<file path="config.mk">
export PLATFORM = sky130hd
export DESIGN_NAME = adc_ctrl_top
export DESIGN_NICKNAME = d
export VERILOG_FILES = /design/src/rtl/adc_pkg.sv /design/src/rtl/adc_ctrl.sv /design/src/rtl/adc_datapath.sv /design/src/rtl/adc_ctrl_top.sv
export SDC_FILE = /design/constraint.sdc
export NUM_CORES = 1
export LEC_CHECK = 0
export BUFFER_PORTS_ARGS = -buffer_cell sky130_fd_sc_hd__buf_2
export CORE_UTILIZATION = 54
export DETAILED_ROUTE_END_ITERATION = 12
export GPL_TIMING_DRIVEN = 0
export MAX_ROUTING_LAYER = met4
export PLACE_DENSITY = 0.77
export SLEW_MARGIN = 0
export SYNTH_ARGS = -nofsm -noshare
export SYNTH_HDL_FRONTEND = slang
export SYNTH_SLANG_ARGS = --single-unit
</file>
<file path="constraint.sdc">
create_clock -name clk -period 4.5 [get_ports clk]
set_clock_uncertainty 0.05 [all_clocks]
set_input_delay 0.9 -clock clk [delete_from_list [all_inputs] [get_ports clk]]
set_output_delay 0.9 -clock clk [all_outputs]
set_load 0.02 [all_outputs]
</file>
<file path="src/rtl/adc_pkg.sv">
`timescale 1ns/1ps
package adc_pkg;
  localparam int RES_W = 10;
  localparam int CH_W = 3;
  localparam int SEL_W = 3;
  localparam int RD_W = 16;
  localparam int CFG_W = 7;

  typedef enum logic [1:0] {
    A_MODE = 2'd0, A_CHAN = 2'd1, A_RESULT = 2'd2, A_THRESH = 2'd3
  } regAddr_e;

  typedef struct packed {
    logic run;
    logic [SEL_W-1:0] timeSel;
    logic pfAbove;
    logic pfEn;
    logic en;
  } modeReg_t;

  typedef struct packed {
    logic start;
    logic step;
    logic last;
    logic stale;
    logic thrLoad;
    logic rdResult;
  } ctlStrobe_t;
endpackage

</file>
<file path="src/rtl/adc_ctrl.sv">
`timescale 1ns/1ps
module adc_ctrl
  import adc_pkg::*;
#(
  parameter int SETTLE_CYCLES = 3500,
  parameter int BASE_CYC = 2
) (
  input  logic             clk,
  input  logic             rstN,
  input  logic             busSel,
  input  logic             busWr,
  input  logic [1:0]       busAddr,
  input  logic [CFG_W-1:0] cfgData,
  output logic             busReady,
  output modeReg_t         mode,
  output logic [CH_W-1:0]  chanSel,
  output logic             analogOn,
  output ctlStrobe_t       strobe
);
  localparam int STL_W = $clog2(SETTLE_CYCLES + 1) + 1;
  localparam int CNT_W = $clog2(BASE_CYC << ((1 << SEL_W) - 1)) + 1;
  localparam int BIT_W = $clog2(RES_W);

  typedef enum logic {S_IDLE, S_CONV} state_e;
  state_e state;

  logic wrAcc, modeWr, chanWr, thrReq, waitDone, abort, active, settled;
  logic staleReg;
  logic [STL_W-1:0] settleCnt;
  logic [CNT_W-1:0] cycCnt, cpb;
  logic [BIT_W-1:0] bitIdx;
  logic start, step, last;

  assign wrAcc  = busSel && busWr;
  assign modeWr = wrAcc && (busAddr == A_MODE);
  assign chanWr = wrAcc && (busAddr == A_CHAN);
  assign thrReq = wrAcc && (busAddr == A_THRESH);
  assign busReady = !(thrReq && !waitDone);
  assign abort  = modeWr || chanWr;
  assign active = mode.run && mode.en;
  assign analogOn = mode.run || mode.en;
  assign settled = (settleCnt == STL_W'(SETTLE_CYCLES));
  assign cpb = CNT_W'(BASE_CYC) << mode.timeSel;

  // bus side registers and the one-cycle wait for threshold writes
  always_ff @(posedge clk or negedge rstN) begin
    if (!rstN) begin
      mode <= '0;
      chanSel <= '0;
      waitDone <= 1'b0;
    end else begin
      waitDone <= thrReq && !waitDone;
      if (modeWr) begin
        mode.run     <= cfgData[6];
        mode.timeSel <= cfgData[5:3];
        mode.pfAbove <= cfgData[2];
        mode.pfEn    <= cfgData[1];
        mode.en      <= cfgData[0];
      end
      if (chanWr) chanSel <= cfgData[CH_W-1:0];
    end
  end

  // settling timer restarted by the enable bit
  always_ff @(posedge clk or negedge rstN) begin
    if (!rstN) settleCnt <= '0;
    else if (!mode.en) settleCnt <= '0;
    else if (!settled) settleCnt <= settleCnt + 1'b1;
  end

  always_comb begin
    start = 1'b0;
    step  = 1'b0;
    last  = 1'b0;
    if (!abort) begin
      if (state == S_IDLE) begin
        start = active;
      end else if (cycCnt == cpb - CNT_W'(1)) begin
        step  = 1'b1;
        last  = (bitIdx == '0);
        start = last && active;
      end
    end
  end

  always_ff @(posedge clk or negedge rstN) begin
    if (!rstN) begin
      state <= S_IDLE;
      cycCnt <= '0;
      bitIdx <= '0;
      staleReg <= 1'b0;
    end else if (abort) begin
      state <= S_IDLE;
      cycCnt <= '0;
    end else if (start) begin
      state <= S_CONV;
      cycCnt <= '0;
      bitIdx <= BIT_W'(RES_W - 1);
      staleReg <= !settled;
    end else if (state == S_CONV) begin
      if (step) begin
        cycCnt <= '0;
        if (last) state <= S_IDLE;
        else bitIdx <= bitIdx - 1'b1;
      end else begin
        cycCnt <= cycCnt + 1'b1;
      end
    end
  end

  assign strobe.start    = start;
  assign strobe.step     = step;
  assign strobe.last     = last;
  assign strobe.stale    = staleReg;
  assign strobe.thrLoad  = thrReq && waitDone;
  assign strobe.rdResult = busSel && !busWr && (busAddr == A_RESULT);

  p_abort_idle_r7: assert property (@(posedge clk) disable iff (!rstN)
    (modeWr || chanWr) |=> (state == S_IDLE));
  p_stall_once_r8: assert property (@(posedge clk) disable iff (!rstN)
    !busReady |=> busReady);
  p_off_is_idle_r2: assert property (@(posedge clk) disable iff (!rstN)
    !analogOn |-> (state == S_IDLE));
endmodule

</file>
<file path="src/rtl/adc_datapath.sv">
`timescale 1ns/1ps
module adc_datapath
  import adc_pkg::*;
(
  input  logic             clk,
  input  logic             rstN,
  input  ctlStrobe_t       strobe,
  input  logic             pfEn,
  input  logic             pfAbove,
  input  logic             cmpIn,
  input  logic [RES_W-1:0] thrData,
  output logic [RES_W-1:0] trialCode,
  output logic [RES_W-1:0] resultVal,
  output logic             resultStale,
  output logic [RES_W-1:0] thresh,
  output logic             irqEnd,
  output logic             pfFlag
);
  localparam logic [RES_W-1:0] MSB = {1'b1, {(RES_W-1){1'b0}}};

  logic [RES_W-1:0] sar, mask, decided, pendVal, commitVal;
  logic pendValid, pendStale, eoc, commit, commitStale, match;

  assign decided = cmpIn ? sar : (sar & ~mask);
  assign eoc = strobe.step && strobe.last;
  assign trialCode = sar;

  // successive approximation register
  always_ff @(posedge clk or negedge rstN) begin
    if (!rstN) begin
      sar <= '0;
      mask <= '0;
    end else if (strobe.start) begin
      sar <= MSB;
      mask <= MSB;
    end else if (strobe.step) begin
      sar <= decided | (mask >> 1);
      mask <= mask >> 1;
    end
  end

  // a result read holds back the hardware write
  always_ff @(posedge clk or negedge rstN) begin
    if (!rstN) begin
      pendValid <= 1'b0;
      pendVal <= '0;
      pendStale <= 1'b0;
    end else if (eoc && strobe.rdResult) begin
      pendValid <= 1'b1;
      pendVal <= decided;
      pendStale <= strobe.stale;
    end else if (!strobe.rdResult) begin
      pendValid <= 1'b0;
    end
  end

  assign commit = !strobe.rdResult && (eoc || pendValid);
  assign commitVal = eoc ? decided : pendVal;
  assign commitStale = eoc ? strobe.stale : pendStale;
  assign match = pfAbove ? (commitVal >= thresh) : (commitVal < thresh);

  always_ff @(posedge clk or negedge rstN) begin
    if (!rstN) begin
      resultVal <= '0;
      resultStale <= 1'b0;
      irqEnd <= 1'b0;
      pfFlag <= 1'b0;
      thresh <= '0;
    end else begin
      irqEnd <= commit && (!pfEn || match);
      if (commit) begin
        resultVal <= commitVal;
        resultStale <= commitStale;
        pfFlag <= pfEn && match;
      end
      if (strobe.thrLoad) thresh <= thrData;
    end
  end

  p_read_holds_result_r6: assert property (@(posedge clk) disable iff (!rstN)
    strobe.rdResult |=> $stable(resultVal));
  p_irq_needs_result_r5: assert property (@(posedge clk) disable iff (!rstN)
    !(eoc || pendValid) |=> !irqEnd);
  p_pf_flag_with_irq_r9: assert property (@(posedge clk) disable iff (!rstN)
    (irqEnd && $past(pfEn)) |-> pfFlag);
  p_msb_first_r4: assert property (@(posedge clk) disable iff (!rstN)
    strobe.start |=> (trialCode == MSB));
endmodule

</file>
<file path="src/rtl/adc_ctrl_top.sv">
`timescale 1ns/1ps
module adc_ctrl_top
  import adc_pkg::*;
#(
  parameter int SETTLE_CYCLES = 3500,
  parameter int BASE_CYC = 2
) (
  input  logic        clk,
  input  logic        rstN,
  input  logic        busSel,
  input  logic        busWr,
  input  logic [1:0]  busAddr,
  input  logic [9:0]  busWdata,
  output logic [15:0] busRdata,
  output logic        busReady,
  input  logic        cmpIn,
  output logic [9:0]  trialCode,
  output logic [2:0]  chanSel,
  output logic        analogOn,
  output logic        irqEnd,
  output logic        pfFlag
);
  modeReg_t mode;
  ctlStrobe_t strobe;
  logic [RES_W-1:0] resultVal, thresh;
  logic resultStale;

  adc_ctrl #(.SETTLE_CYCLES(SETTLE_CYCLES), .BASE_CYC(BASE_CYC)) i_ctrl (
    .clk(clk), .rstN(rstN), .busSel(busSel), .busWr(busWr), .busAddr(busAddr),
    .cfgData({busWdata[7], busWdata[5:0]}), .busReady(busReady), .mode(mode),
    .chanSel(chanSel), .analogOn(analogOn), .strobe(strobe)
  );

  adc_datapath i_dp (
    .clk(clk), .rstN(rstN), .strobe(strobe), .pfEn(mode.pfEn),
    .pfAbove(mode.pfAbove), .cmpIn(cmpIn), .thrData(busWdata),
    .trialCode(trialCode), .resultVal(resultVal), .resultStale(resultStale),
    .thresh(thresh), .irqEnd(irqEnd), .pfFlag(pfFlag)
  );

  always_comb begin
    case (busAddr)
      A_MODE:   busRdata = {8'b0, mode.run, 1'b0, mode.timeSel, mode.pfAbove, mode.pfEn, mode.en};
      A_CHAN:   busRdata = {{(RD_W-CH_W){1'b0}}, chanSel};
      A_RESULT: busRdata = {resultStale, {(RD_W-RES_W-1){1'b0}}, resultVal};
      default:  busRdata = {{(RD_W-RES_W){1'b0}}, thresh};
    endcase
  end
endmodule

</file>
After elaboration in Yosys (flattened, before gate mapping) --
Cells that the tools add are included.
Storage, ports and cells: register bits 94, bits in latches 0, bits in writable memories 0, memory bits (read-only) 0, input port bits 17, output and inout bits 33, logic and storage cells 108, memories kept 0
Operators by class: add/subtract/negate cells 4, multipliers 0, div/mod/pow operators 0, order comparisons 2, equality and inequality tests 8, shift-type cells 1, mux-type cells 35, bitwise gates (word level) 4, reductions and logical operators 32
Operators with widths (number):
- 10-bit 2-to-1 mux | 6
- 16-bit case mux with 3 select lines | 1
- 9-bit 2-to-1 mux | 4
- 13-bit 2-to-1 mux | 2
- 1-bit 2-to-1 mux | 18
- 4-bit 2-to-1 mux | 4
- 1-bit logical AND | 15
- 13-bit by 1-bit adder with 13-bit output, second input constant | 1
- 13-bit by 12-bit equality test with 1-bit output, second input constant | 1
- 10-bit AND | 1
- 10-bit >= comparator | 1
- 10-bit less-than comparator | 1
- 10-bit inverter | 1
- 10-bit by 9-bit OR with 10-bit output | 1
- 9-bit by 1-bit adder with 9-bit output, second input constant | 1
- 9-bit equality test | 1
- 2-bit by 3-bit << shifter with 9-bit output, first input constant | 1
- 9-bit by 1-bit subtractor with 9-bit output, second input constant | 1
- 1-bit zero test | 6
- 2-bit equality test, second input constant | 2
- 4-bit zero test | 1
- 1-bit logical OR | 4
- 2-bit inequality test, second input constant | 2
- 4-bit AND reduction | 1
- 8 further kinds | 9

Logic depth before layout (Yosys ltp) --
Gate-level depths: netlist of the first run.
depth in word-level cells 12, mapped depth 16, mapped depth without buffers 16

Modules after synthesis --
Synthesis of the first run repeated with hierarchy kept, for this count alone.
Unflattened totals: cells, all modules 531, area total of the unflattened synthesis 5086.1 µm²
Modules (own cells, without submodules):
- adc_datapath | instances 1, cells each 254, area an instance 2501.1 µm², seq. area each 1376.3 µm²
- adc_ctrl | instances 1, cells each 250, area an instance 2303.5 µm², seq. area each 975.9 µm²
- adc_ctrl_top | instances 1, cells each 27, area an instance 281.5 µm², seq. area each 0.0 µm²

Worst setup path before layout of the first run --
Ideal clock, no wire load.
kind register to register, start register, netlist name i_ctrl.mode[4], end register i_dp.irqEnd, setup time 0.124 ns, data arrival time 4.208 ns, data required time 4.326 ns, slack 0.118 ns, cell stages (with the launch flop) 16, buffers on the path 1, clock period less this slack 4.382 ns, cells stage by stage dfrtp_1 > buf_6 > or3_4 > ha_1 > nor4b_1 > o31ai_2 > a311o_4 > nor2_4 > mux2_2 > ha_1 > a21o_1 > a21o_1 > a221o_1 > o31a_1 > nor2_1 > a21oi_1
On the way: word-level cells in the longest chain between the ends 12, elaborated cells between the ends (all ways) 18, those cells by class add/sub (1); order compare (2); eq/ne (1); shift (1); mux (8); reduce/logical (5)
RTL lines:
- 2-bit by 3-bit << shifter with 9-bit output (*) | RTL line adc_ctrl.sv:43 | assign cpb = CNT_W'(BASE_CYC) << mode.timeSel;
- 9-bit by 1-bit subtractor with 9-bit output (*) | RTL line adc_ctrl.sv:78 | end else if (cycCnt == cpb - CNT_W'(1)) begin
- 9-bit equality test (*) | RTL line adc_ctrl.sv:78
- 1-bit 2-to-1 mux | RTL line adc_ctrl.sv:78
- 1-bit 2-to-1 mux | RTL line adc_ctrl.sv:76 | if (state == S_IDLE) begin
- 1-bit 2-to-1 mux | RTL line adc_ctrl.sv:75 | if (!abort) begin
- 1-bit logical AND (*) | RTL line adc_datapath.sv:25 | assign eoc = strobe.step && strobe.last;
- 10-bit 2-to-1 mux (*) | RTL line adc_datapath.sv:58 | assign commitVal = eoc ? decided : pendVal;
- via i_dp.commitVal[7] | RTL line adc_datapath.sv:21 | logic [RES_W-1:0] sar, mask, decided, pendVal, commitVal;
- 10-bit less-than comparator or 10-bit >= comparator (tied branches) | RTL line adc_datapath.sv:60 | assign match = pfAbove ? (commitVal >= thresh) : (commitVal < thresh);
- 1-bit 2-to-1 mux (*) | RTL line adc_datapath.sv:60
- 1-bit logical OR (*) | RTL line adc_datapath.sv:70 | irqEnd <= commit && (!pfEn || match);
- 1-bit logical AND (*) | RTL line adc_datapath.sv:70
- end signal, assigned | RTL line adc_datapath.sv:70
- end, declared | RTL line adc_datapath.sv:16 | output logic irqEnd,
The timed path passes the listed nets; every way through them passes the cells marked *. A chain may end at the register's enable or synchronous reset.

Final worst setup path of the first run --
start register, netlist name i_ctrl.mode[4], end register i_dp.pfFlag
On the way: word-level cells in the longest chain between the ends 11, elaborated cells between the ends (all ways) 17, those cells by class add/sub (1); order compare (2); eq/ne (1); shift (1); mux (8); reduce/logical (4)
RTL lines:
- 2-bit by 3-bit << shifter with 9-bit output (*) | RTL line adc_ctrl.sv:43
- 9-bit by 1-bit subtractor with 9-bit output (*) | RTL line adc_ctrl.sv:78
- 9-bit equality test (*) | RTL line adc_ctrl.sv:78
- 1-bit 2-to-1 mux | RTL line adc_ctrl.sv:78
- 1-bit 2-to-1 mux | RTL line adc_ctrl.sv:76
- 1-bit 2-to-1 mux | RTL line adc_ctrl.sv:75
- 1-bit logical AND (*) | RTL line adc_datapath.sv:25
- 10-bit 2-to-1 mux (*) | RTL line adc_datapath.sv:58
- via i_dp.commitVal[9] | RTL line adc_datapath.sv:21
- 10-bit less-than comparator or 10-bit >= comparator (tied branches) | RTL line adc_datapath.sv:60
- 1-bit 2-to-1 mux (*) | RTL line adc_datapath.sv:60
- 1-bit logical AND (*) | RTL line adc_datapath.sv:74 | pfFlag <= pfEn && match;
- end signal, assigned | RTL line adc_datapath.sv:74
- end, declared | RTL line adc_datapath.sv:17 | output logic pfFlag
Marks and branches as above.

==> metrics.log, run 1 <==
[metrics] share of synthesized area spent on multiplexers: 0.120
[metrics] startpoint type of the worst setup path: register
[metrics] main combinational cell family by area after synthesis: simple AND/OR/NAND/NOR gates
[metrics] clock tree root buffer cell: sky130_fd_sc_hd__clkbuf_8
[metrics] Worst Reg-to-Reg Cells: 18
[metrics] post-synthesis cell area: approximately 5300 sq um
[metrics] antenna diode instance count: 0
[metrics] power density cells: between 300 and 400 nW/um^2
[metrics] violation count after the first detailed-route iteration: about 340
[metrics] post-synth top area share: 0.443
[metrics] proportion of synthesized flip-flops having asynchronous set or reset: 1.00
[metrics] post-synth cell types: 64
[metrics] Top FF cell, synth: sky130_fd_sc_hd__dfrtp_1
[metrics] average wire per standard cell: approximately 17 um
[metrics] Crit Path Class: reg2reg
[metrics] layout overhead on the synthesized area: 15.4%
[metrics] number of placement rows: 35
[metrics] min cycle time layout: approximately 4.4 ns
[metrics] final-report max-slew violation count: 0
[metrics] startpoint of the worst-slack reg-to-reg timing path: i_ctrl.mode[4]
[metrics] count of input and output buffers: 43
[metrics] cell with the most instances after synthesis: sky130_fd_sc_hd__dfrtp_1
[metrics] total CTS buffers: 9
[metrics] setup slack of the most critical reg-to-reg path: 0.13 ns
[metrics] warnings from Yosys: 0
[metrics] share of final-layout standard cells stronger than drive strength 1: 0.270
[metrics] DRC Markers: 0
[metrics] post-detailed-placement half-perimeter wirelength: about 8900 um
[metrics] number of clock sinks seen by CTS: 94
[metrics] per-instance average area after synthesis: 10.3 sq um
[metrics] data required time of the worst path: 4.74 ns
[metrics] Nets: 615
[metrics] clock input transition at the sequential cells of the worst setup and hold paths: around 0.09 ns
[metrics] antenna violations before repair: 0
[metrics] portion of total power attributed to sequential cells: 0.450
[metrics] Synth Area in XOR/XNOR: 0.0379
[metrics] Peak VDD IR: slightly above 0.0003 V
[metrics] Max H-tree Level: 3
[metrics] iteration count of the initial detailed-routing pass: 5
[metrics] final setup fails: 0
[metrics] clock tree from TritonCTS: built
[metrics] Worst-Margin Slew: 0.771 ns
[metrics] global router's overall resource usage: 0.268
[metrics] maximum operating frequency: around 230 MHz
[metrics] reg-to-reg endpoint: i_dp.pfFlag
[metrics] worst slew margin relative to its limit: 0.481
[metrics] simple-gate share of the synthesized area: 0.178
[metrics] die height: between 100 and 150 um
[metrics] share of synthesized cell area in full adder, half adder and majority cells: 0.0353
[metrics] hold crit path type: in2async
[metrics] share of total power in the clock network: 0.282
[metrics] number of placed I/O pins: 50
[metrics] Remaining Overflow, GRT: 0
[metrics] hold-fix buffer count after cts: 0
[metrics] ANT nets after route: 0
[metrics] relative contribution of combinational cells to total power: 0.269
[metrics] vias in the first global route: slightly above 4000
[metrics] most frequent cells after synthesis: sky130_fd_sc_hd__dfrtp_1 (94), sky130_fd_sc_hd__nand2_1 (65), sky130_fd_sc_hd__a21oi_1 (40)
[metrics] global-route wire length before repair: just over 20000 um
[metrics] area of the core: ~9400 sq um
[metrics] leakage power of the design: 2.84 nW
[metrics] placer's final routability congestion estimate: ~0.85
[metrics] share of synthesized area occupied by flip-flops and latches: 0.443
[metrics] number of synthesized flops with an enable pin: 0
[metrics] Net Sw Power: roughly 0.74 mW
[metrics] # Max-Cap Violations: 0
[metrics] Die Width: 101 um
[metrics] run status: complete, no violations
[metrics] top fanout value on the critical path: 10
[metrics] Total Die Area: just over 10000 sq um
[metrics] final standard cell utilization of the core: 0.654
[metrics] Vias/cell: roughly 6
[metrics] maximum number of pins on one net before global-route repair: 61
[metrics] cell taking the most area after synthesis: sky130_fd_sc_hd__dfrtp_1
[metrics] flops & latches, synth: between 90 and 100
[metrics] Hold Fails Final Rpt: 0
[metrics] gate count after technology mapping: slightly above 500
[metrics] kind of end point of the critical path: register
[metrics] post-synthesis compound-gate area fraction: 0.139
[metrics] fraction of power spent switching nets: 0.334
[metrics] effective utilization at floorplan: 0.567
[metrics] number of buffers on the longest clock path: 2
[metrics] vias post-DR: approximately 4200
[metrics] largest cells by area after synthesis: sky130_fd_sc_hd__dfrtp_1 (44%), sky130_fd_sc_hd__mux2_2 (7.0%), sky130_fd_sc_hd__nand2_1 (4.6%)
[metrics] cell internal power dissipation: 1.48 mW
[metrics] Data arrival, critical path: between 4 and 5 ns
[metrics] total detailed-routing wirelength: 12400 um
[metrics] overall power: 2.22 mW
[metrics] Final Cycle Share: 0.972
[metrics] source-to-sink clock delay at the later pin of the worst-skew pair: ~0.38 ns
==> kinds of logic after synthesis <==
logic type / count (synthesis)
compound gates: 104
other cells: 1
simple gates: 175
flops: 94
fa+ha+maj: 15
xor+xnor: 23
mux: 51
buf+inv: 53
==> cells in the final DEF (no fill, tap or decap), types with 3 or more instances in the layout <==
| cell type | netlist | routed |
|---|---|---|
| sky130_fd_sc_hd__and2_1 | 12 | 12 |
| sky130_fd_sc_hd__and3_1 | 9 | 9 |
| sky130_fd_sc_hd__buf_6 | 2 | 5 |
| sky130_fd_sc_hd__buf_2 | 8 | 49 |
| sky130_fd_sc_hd__a22o_1 | 4 | 4 |
| sky130_fd_sc_hd__buf_4 | 5 | 11 |
| sky130_fd_sc_hd__nor3_1 | 6 | 6 |
| sky130_fd_sc_hd__a21o_1 | 5 | 5 |
| sky130_fd_sc_hd__a221o_1 | 12 | 12 |
| sky130_fd_sc_hd__dfrtp_1 | 94 | 93 |
| sky130_fd_sc_hd__mux2_2 | 33 | 32 |
| sky130_fd_sc_hd__nand3_1 | 9 | 9 |
| sky130_fd_sc_hd__nand2_1 | 65 | 64 |
| sky130_fd_sc_hd__conb_1 | 1 | 5 |
| sky130_fd_sc_hd__mux2i_1 | 5 | 5 |
| sky130_fd_sc_hd__mux2_4 | 10 | 11 |
| sky130_fd_sc_hd__o21ai_0 | 15 | 15 |
| sky130_fd_sc_hd__nor2_1 | 24 | 23 |
| sky130_fd_sc_hd__a311o_1 | 4 | 4 |
| sky130_fd_sc_hd__or3_4 | 1 | 3 |
| sky130_fd_sc_hd__ha_1 | 15 | 13 |
| sky130_fd_sc_hd__a21boi_0 | 10 | 10 |
| sky130_fd_sc_hd__a21oi_1 | 40 | 39 |
| sky130_fd_sc_hd__clkbuf_8 | 0 | 9 |
| sky130_fd_sc_hd__clkbuf_1 | 13 | 13 |
| sky130_fd_sc_hd__inv_1 | 24 | 24 |
| sky130_fd_sc_hd__nand4_1 | 10 | 10 |
| sky130_fd_sc_hd__mux4_2 | 3 | 3 |
| sky130_fd_sc_hd__xnor2_1 | 16 | 15 |
| sky130_fd_sc_hd__or3_1 | 5 | 3 |
| sky130_fd_sc_hd__nor2b_1 | 5 | 5 |
| sky130_fd_sc_hd__xor2_1 | 7 | 7 |
==> layer usage <==
metal / routed length (um) / GRT usage / up-vias
met4: 298 / 0.105 / 0
li1: - / - / 1964
met1: 5510 / 0.337 / 2073
met2: 6010 / 0.426 / 114
met3: 566 / 0.0566 / 28
met5: 0 / - / -
==> what timing repair did <==
action / CTS / global route
cloned: 0 / 0
pin swaps: 2 / 14
resized for setup: 6 / 15
endpoints found under the setup margin: 2 / 2
buffers inserted: 4 / 4
==> state kept, by name, summed over array words and instances (netlist names), 3 cells and up <==
register,cells
i_dp.trialCode,10
i_dp.thresh,10
i_dp.mask,10
i_ctrl.mode,7
i_ctrl.chanSel,3
i_dp.resultVal,10
i_dp.pendVal,10
i_ctrl.bitIdx,4
i_ctrl.cycCnt,9
i_ctrl.settleCnt,13
==> area by class of cell <==
cell class / count / area (sq um)
sequential: 94 / 2350
clock inverter: 7 / 96.3
timing repair buffer: 52 / 317
inverter: 25 / 93.8
buffer: 28 / 151
tap: 129 / 161
multi-input combinational: 373 / 2830
fill: 751 / 3250
clock buffer: 9 / 124
==> per-stage QoR <==
step | setup TNS, ns | instances | instance area (sq um) | hold WS [ns] | worst slack, ns
finish | 0 | 717 | 6130 | 0.423 | 0.128
global route | -0.0242 | 717 | 6130 | 0.449 | -0.0242
CTS | 0 | 713 | 6020 | 0.432 | 0.0206
detailed placement | -0.547 | 693 | 5730 | 0.423 | -0.281
global placement | -0.465 | 692 | 5700 | 0.420 | -0.244
floorplan | 0 | 520 | 5330 | 0.388 | 0.118
==> critical path, cell delays in order, from the launching register on <==
cell	delay [ns]
sky130_fd_sc_hd__dfrtp_1	0.41
sky130_fd_sc_hd__buf_6	0.15
sky130_fd_sc_hd__or3_4	0.37
sky130_fd_sc_hd__ha_4	0.26
sky130_fd_sc_hd__xnor2_1	0.13
sky130_fd_sc_hd__nor3b_2	0.17
sky130_fd_sc_hd__buf_4	0.16
sky130_fd_sc_hd__nand2_2	0.08
sky130_fd_sc_hd__a311o_4	0.38
sky130_fd_sc_hd__nor2_4	0.22
sky130_fd_sc_hd__buf_6	0.15
sky130_fd_sc_hd__mux2_2	0.34
sky130_fd_sc_hd__ha_1	0.30
sky130_fd_sc_hd__nand4_1	0.15
sky130_fd_sc_hd__or3_4	0.42
sky130_fd_sc_hd__a21oi_2	0.11
sky130_fd_sc_hd__o31a_1	0.15
sky130_fd_sc_hd__nor2_2	0.05
sky130_fd_sc_hd__o31ai_2	0.24
==> how the worst max path moves through the flow <==
stage,endpoint,start,slack (ns)
floorplan,i_dp.irqEnd,i_ctrl.mode[4],0.12
global placement,i_dp.irqEnd,i_ctrl.mode[4],-0.24
detailed placement,i_dp.pfFlag,i_ctrl.mode[4],-0.28
CTS,i_dp.pfFlag,i_ctrl.mode[4],0.02
global route,i_dp.pfFlag,i_ctrl.mode[4],-0.02
finish,i_dp.pfFlag,i_ctrl.mode[4],0.13
==> power groups by stage <==
stage               combinational [mW]  sequential [mW]  clock (mW)
floorplan                        0.382             1.00           0
global placement                 0.506             1.01           0
detailed placement               0.525             1.01           0
CTS                              0.553            0.996       0.637
global route                     0.651             1.01       0.667
finish                           0.596            0.997       0.625
No activity file was read; power rests on OpenSTA's default activity.
==> inputs of run 2 (changes only) <==
--- a/config.mk
+++ b/config.mk
@@ -5,12 +5,12 @@
 export SDC_FILE = /design/constraint.sdc
 export NUM_CORES = 1
 export LEC_CHECK = 0
-export BUFFER_PORTS_ARGS = -buffer_cell sky130_fd_sc_hd__buf_2
-export CORE_UTILIZATION = 54
+export CORE_UTILIZATION = 55
 export DETAILED_ROUTE_END_ITERATION = 12
+export DONT_BUFFER_PORTS = 1
 export GPL_TIMING_DRIVEN = 0
 export MAX_ROUTING_LAYER = met4
-export PLACE_DENSITY = 0.77
+export PLACE_DENSITY = 0.73
 export SLEW_MARGIN = 0
 export SYNTH_ARGS = -nofsm -noshare
 export SYNTH_HDL_FRONTEND = slang
==> metrics.log, run 2 (synthesis results as in run 1) <==
[metrics] fill cell instance count of the final layout: roughly 770
[metrics] worst slack at placement: -0.298 ns
[metrics] violation count after the first detailed-route iteration: 218
[metrics] clock input transition at the sequential cells of the worst setup and hold paths: 0.11 ns
[metrics] min cycle time layout: 4.36 ns
[metrics] DRC Markers: 0
[metrics] number of placed I/O pins: 50
[metrics] hold crit path type: in2async
[metrics] data required time of the worst path: about 4.7 ns
[metrics] cells along the critical path: buf_6 > or3_4 > ha_4 > xnor2_1 > nor3b_2 > buf_4 > nand2_2 > a311o_4 > nor2_4 > mux2_2 > ha_1 > a21o_1 > a21o_1 > a221o_1 > nor4_2 > nor2_2 > o31ai_1
[metrics] final-report max-slew violation count: 0
[metrics] final setup fails: 0
[metrics] Worst Hold Margin: 0.157 ns
[metrics] final standard cell utilization of the core: 0.636
[metrics] Crit Path Class: reg2reg
[metrics] worst slew margin relative to its limit: 0.500
[metrics] vias in the first global route: between 3000 and 4000
[metrics] total CTS buffers: 9
[metrics] global-route wire length before repair: slightly below 20000 um
[metrics] setup slack of the critical path after layout: between 0.1 and 0.15 ns
[metrics] leading cell types in the layout, fill and taps excluded: sky130_fd_sc_hd__dfrtp_1 (93), sky130_fd_sc_hd__nand2_1 (64), sky130_fd_sc_hd__a21oi_1 (38)
[metrics] fraction of met2 tracks used by global routing: 0.389
[metrics] global router's overall resource usage: 0.257
[metrics] antenna violations before repair: 0
[metrics] clock tree root buffer cell: sky130_fd_sc_hd__clkbuf_8
[metrics] hold-fix buffer count after cts: 0
[metrics] Remaining Overflow, GRT: 0
[metrics] most common cell after layout, fill and taps aside: sky130_fd_sc_hd__dfrtp_1
[metrics] Worst-Margin Slew: 0.743 ns
[metrics] number of clock sinks seen by CTS: 94
[metrics] critical path's top delay family: compound AO/OA/AOI/OAI gates
[metrics] source-to-sink clock delay at the later pin of the worst-skew pair: roughly 0.37 ns
[metrics] Total Die Area: ~10000 sq um
[metrics] total detailed-routing wirelength: around 12000 um
[metrics] area of the core: 9280 sq um
[metrics] clock tree from TritonCTS: built
[metrics] met1 routing resource usage after global routing: 0.359
[metrics] vias post-DR: a little under 4000
[metrics] cell total after placement: approximately 650
[metrics] placer's final routability congestion estimate: ~0.88
[metrics] most used routing layer in global routing: met2
[metrics] placed cell area: roughly 5500 sq um
[metrics] max reg flops: 13
[metrics] number of buffers on the longest clock path: 2
[metrics] Largest stage delay, worst path: between 0.4 and 0.5 ns
[metrics] # Max-Cap Violations: 0
[metrics] final setup TNS: 0 ns
[metrics] effective utilization at floorplan: 0.572
[metrics] post-detailed-placement half-perimeter wirelength: roughly 8700 um
[metrics] kind of end point of the critical path: register
[metrics] average wire per standard cell: 17.7 um
[metrics] die height: between 100 and 150 um
[metrics] startpoint type of the worst setup path: register
[metrics] Die Width: around 100 um
[metrics] antenna diode instance count: 0
[metrics] cell type with the highest occurrence count on the critical path: sky130_fd_sc_hd__a21o_1
[metrics] Final Cycle Share: 0.969
[metrics] Nets: a little under 600
[metrics] iteration count of the initial detailed-routing pass: 4
[metrics] ANT nets after route: 0
[metrics] share of final-layout standard cells stronger than drive strength 1: 0.221
[metrics] top fanout value on the critical path: 8
[metrics] maximum operating frequency: 229 MHz
[metrics] layout overhead on the synthesized area: 11.2%
[metrics] Top reg by flops: i_ctrl.settleCnt
[metrics] run status: complete, no violations
[metrics] overall power: 2.11 mW
[metrics] Vias/cell: 5.83
[metrics] final design instance area without fill: 5900 sq um
[metrics] maximum number of pins on one net before global-route repair: 95
[metrics] number of placement rows: 35
[metrics] Data arrival, critical path: ~4.6 ns
[metrics] Post-Layout Cell Count: 680
[metrics] Hold Fails Final Rpt: 0
[metrics] Max H-tree Level: 3
[metrics] grt met3 use: 0.0411
[metrics] count of input and output buffers: 0
[metrics] power density cells: between 300 and 400 nW/um^2
[metrics] cell type of the slowest stage on the worst timing path: sky130_fd_sc_hd__dfrtp_1
[metrics] buffers and inverters on the worst path: 2
[metrics] leakage power of the design: ~2.6 nW
[metrics] Peak VDD IR: ~0.00019 V
## run 2: cell types whose count changed in the layout (fill, tap and decap cells not counted), moves of 2 or more
cell / before / now
sky130_fd_sc_hd__bufinv_16: 2 / 0
sky130_fd_sc_hd__buf_4: 11 / 18
sky130_fd_sc_hd__inv_8: 0 / 2
sky130_fd_sc_hd__buf_2: 49 / 8
sky130_fd_sc_hd__inv_6: 1 / 3
## run 2: layout make-up
class / count / area, sq um / area share
multi-input combinational: 373 / 2840 / 0.481
sequential: 94 / 2350 / 0.399
tap: 129 / 161 / 0.0273
buffer: 28 / 149 / 0.0252
clock buffer: 9 / 124 / 0.0210
timing repair buffer: 15 / 120 / 0.0203
inverter: 25 / 93.8 / 0.0159
clock inverter: 7 / 62.6 / 0.0106
## run 2: per-layer routing
metal,vias up,share of wire
met3,17,0.051
li1,1887,-
met5,-,0
met4,0,0.017
met1,1971,0.46
met2,88,0.47
## run 2: where the power goes
| part | switching, mW | leakage (nW) | internal (mW) | total (mW) |
|---|---|---|---|---|
| Clock | 0.332 | 0.0984 | 0.215 | 0.547 |
| Combinational | 0.314 | 1.29 | 0.238 | 0.552 |
| Sequential | 0.0965 | 1.26 | 0.916 | 1.01 |
## run 2: timing repair
action | in CTS | in global routing
endpoints found under the setup margin | 2 | 2
buffers inserted | 4 | 11
pin swaps | 2 | 12
gates resized for setup | 6 | 14
## run 2: final timing paths
| path | start | cells after the start | to | slack [ns] |
|---|---|---|---|---|
| worst max-delay path | i_ctrl.mode[4] | 17 | i_dp.pfFlag | 0.14 |
| worst min-delay path | rstN | 0 | i_dp.resultVal[0] | 0.16 |
| worst max register to register | i_ctrl.mode[4] | 17 | i_dp.pfFlag | 0.14 |
| worst min register to register | i_ctrl.mode[1] | 1 | i_dp.irqEnd | 0.45 |
| max in group asynchronous | rstN | 0 | i_ctrl.mode[3] | 4.12 |
| min in group clk | i_ctrl.mode[1] | 1 | i_dp.irqEnd | 0.45 |
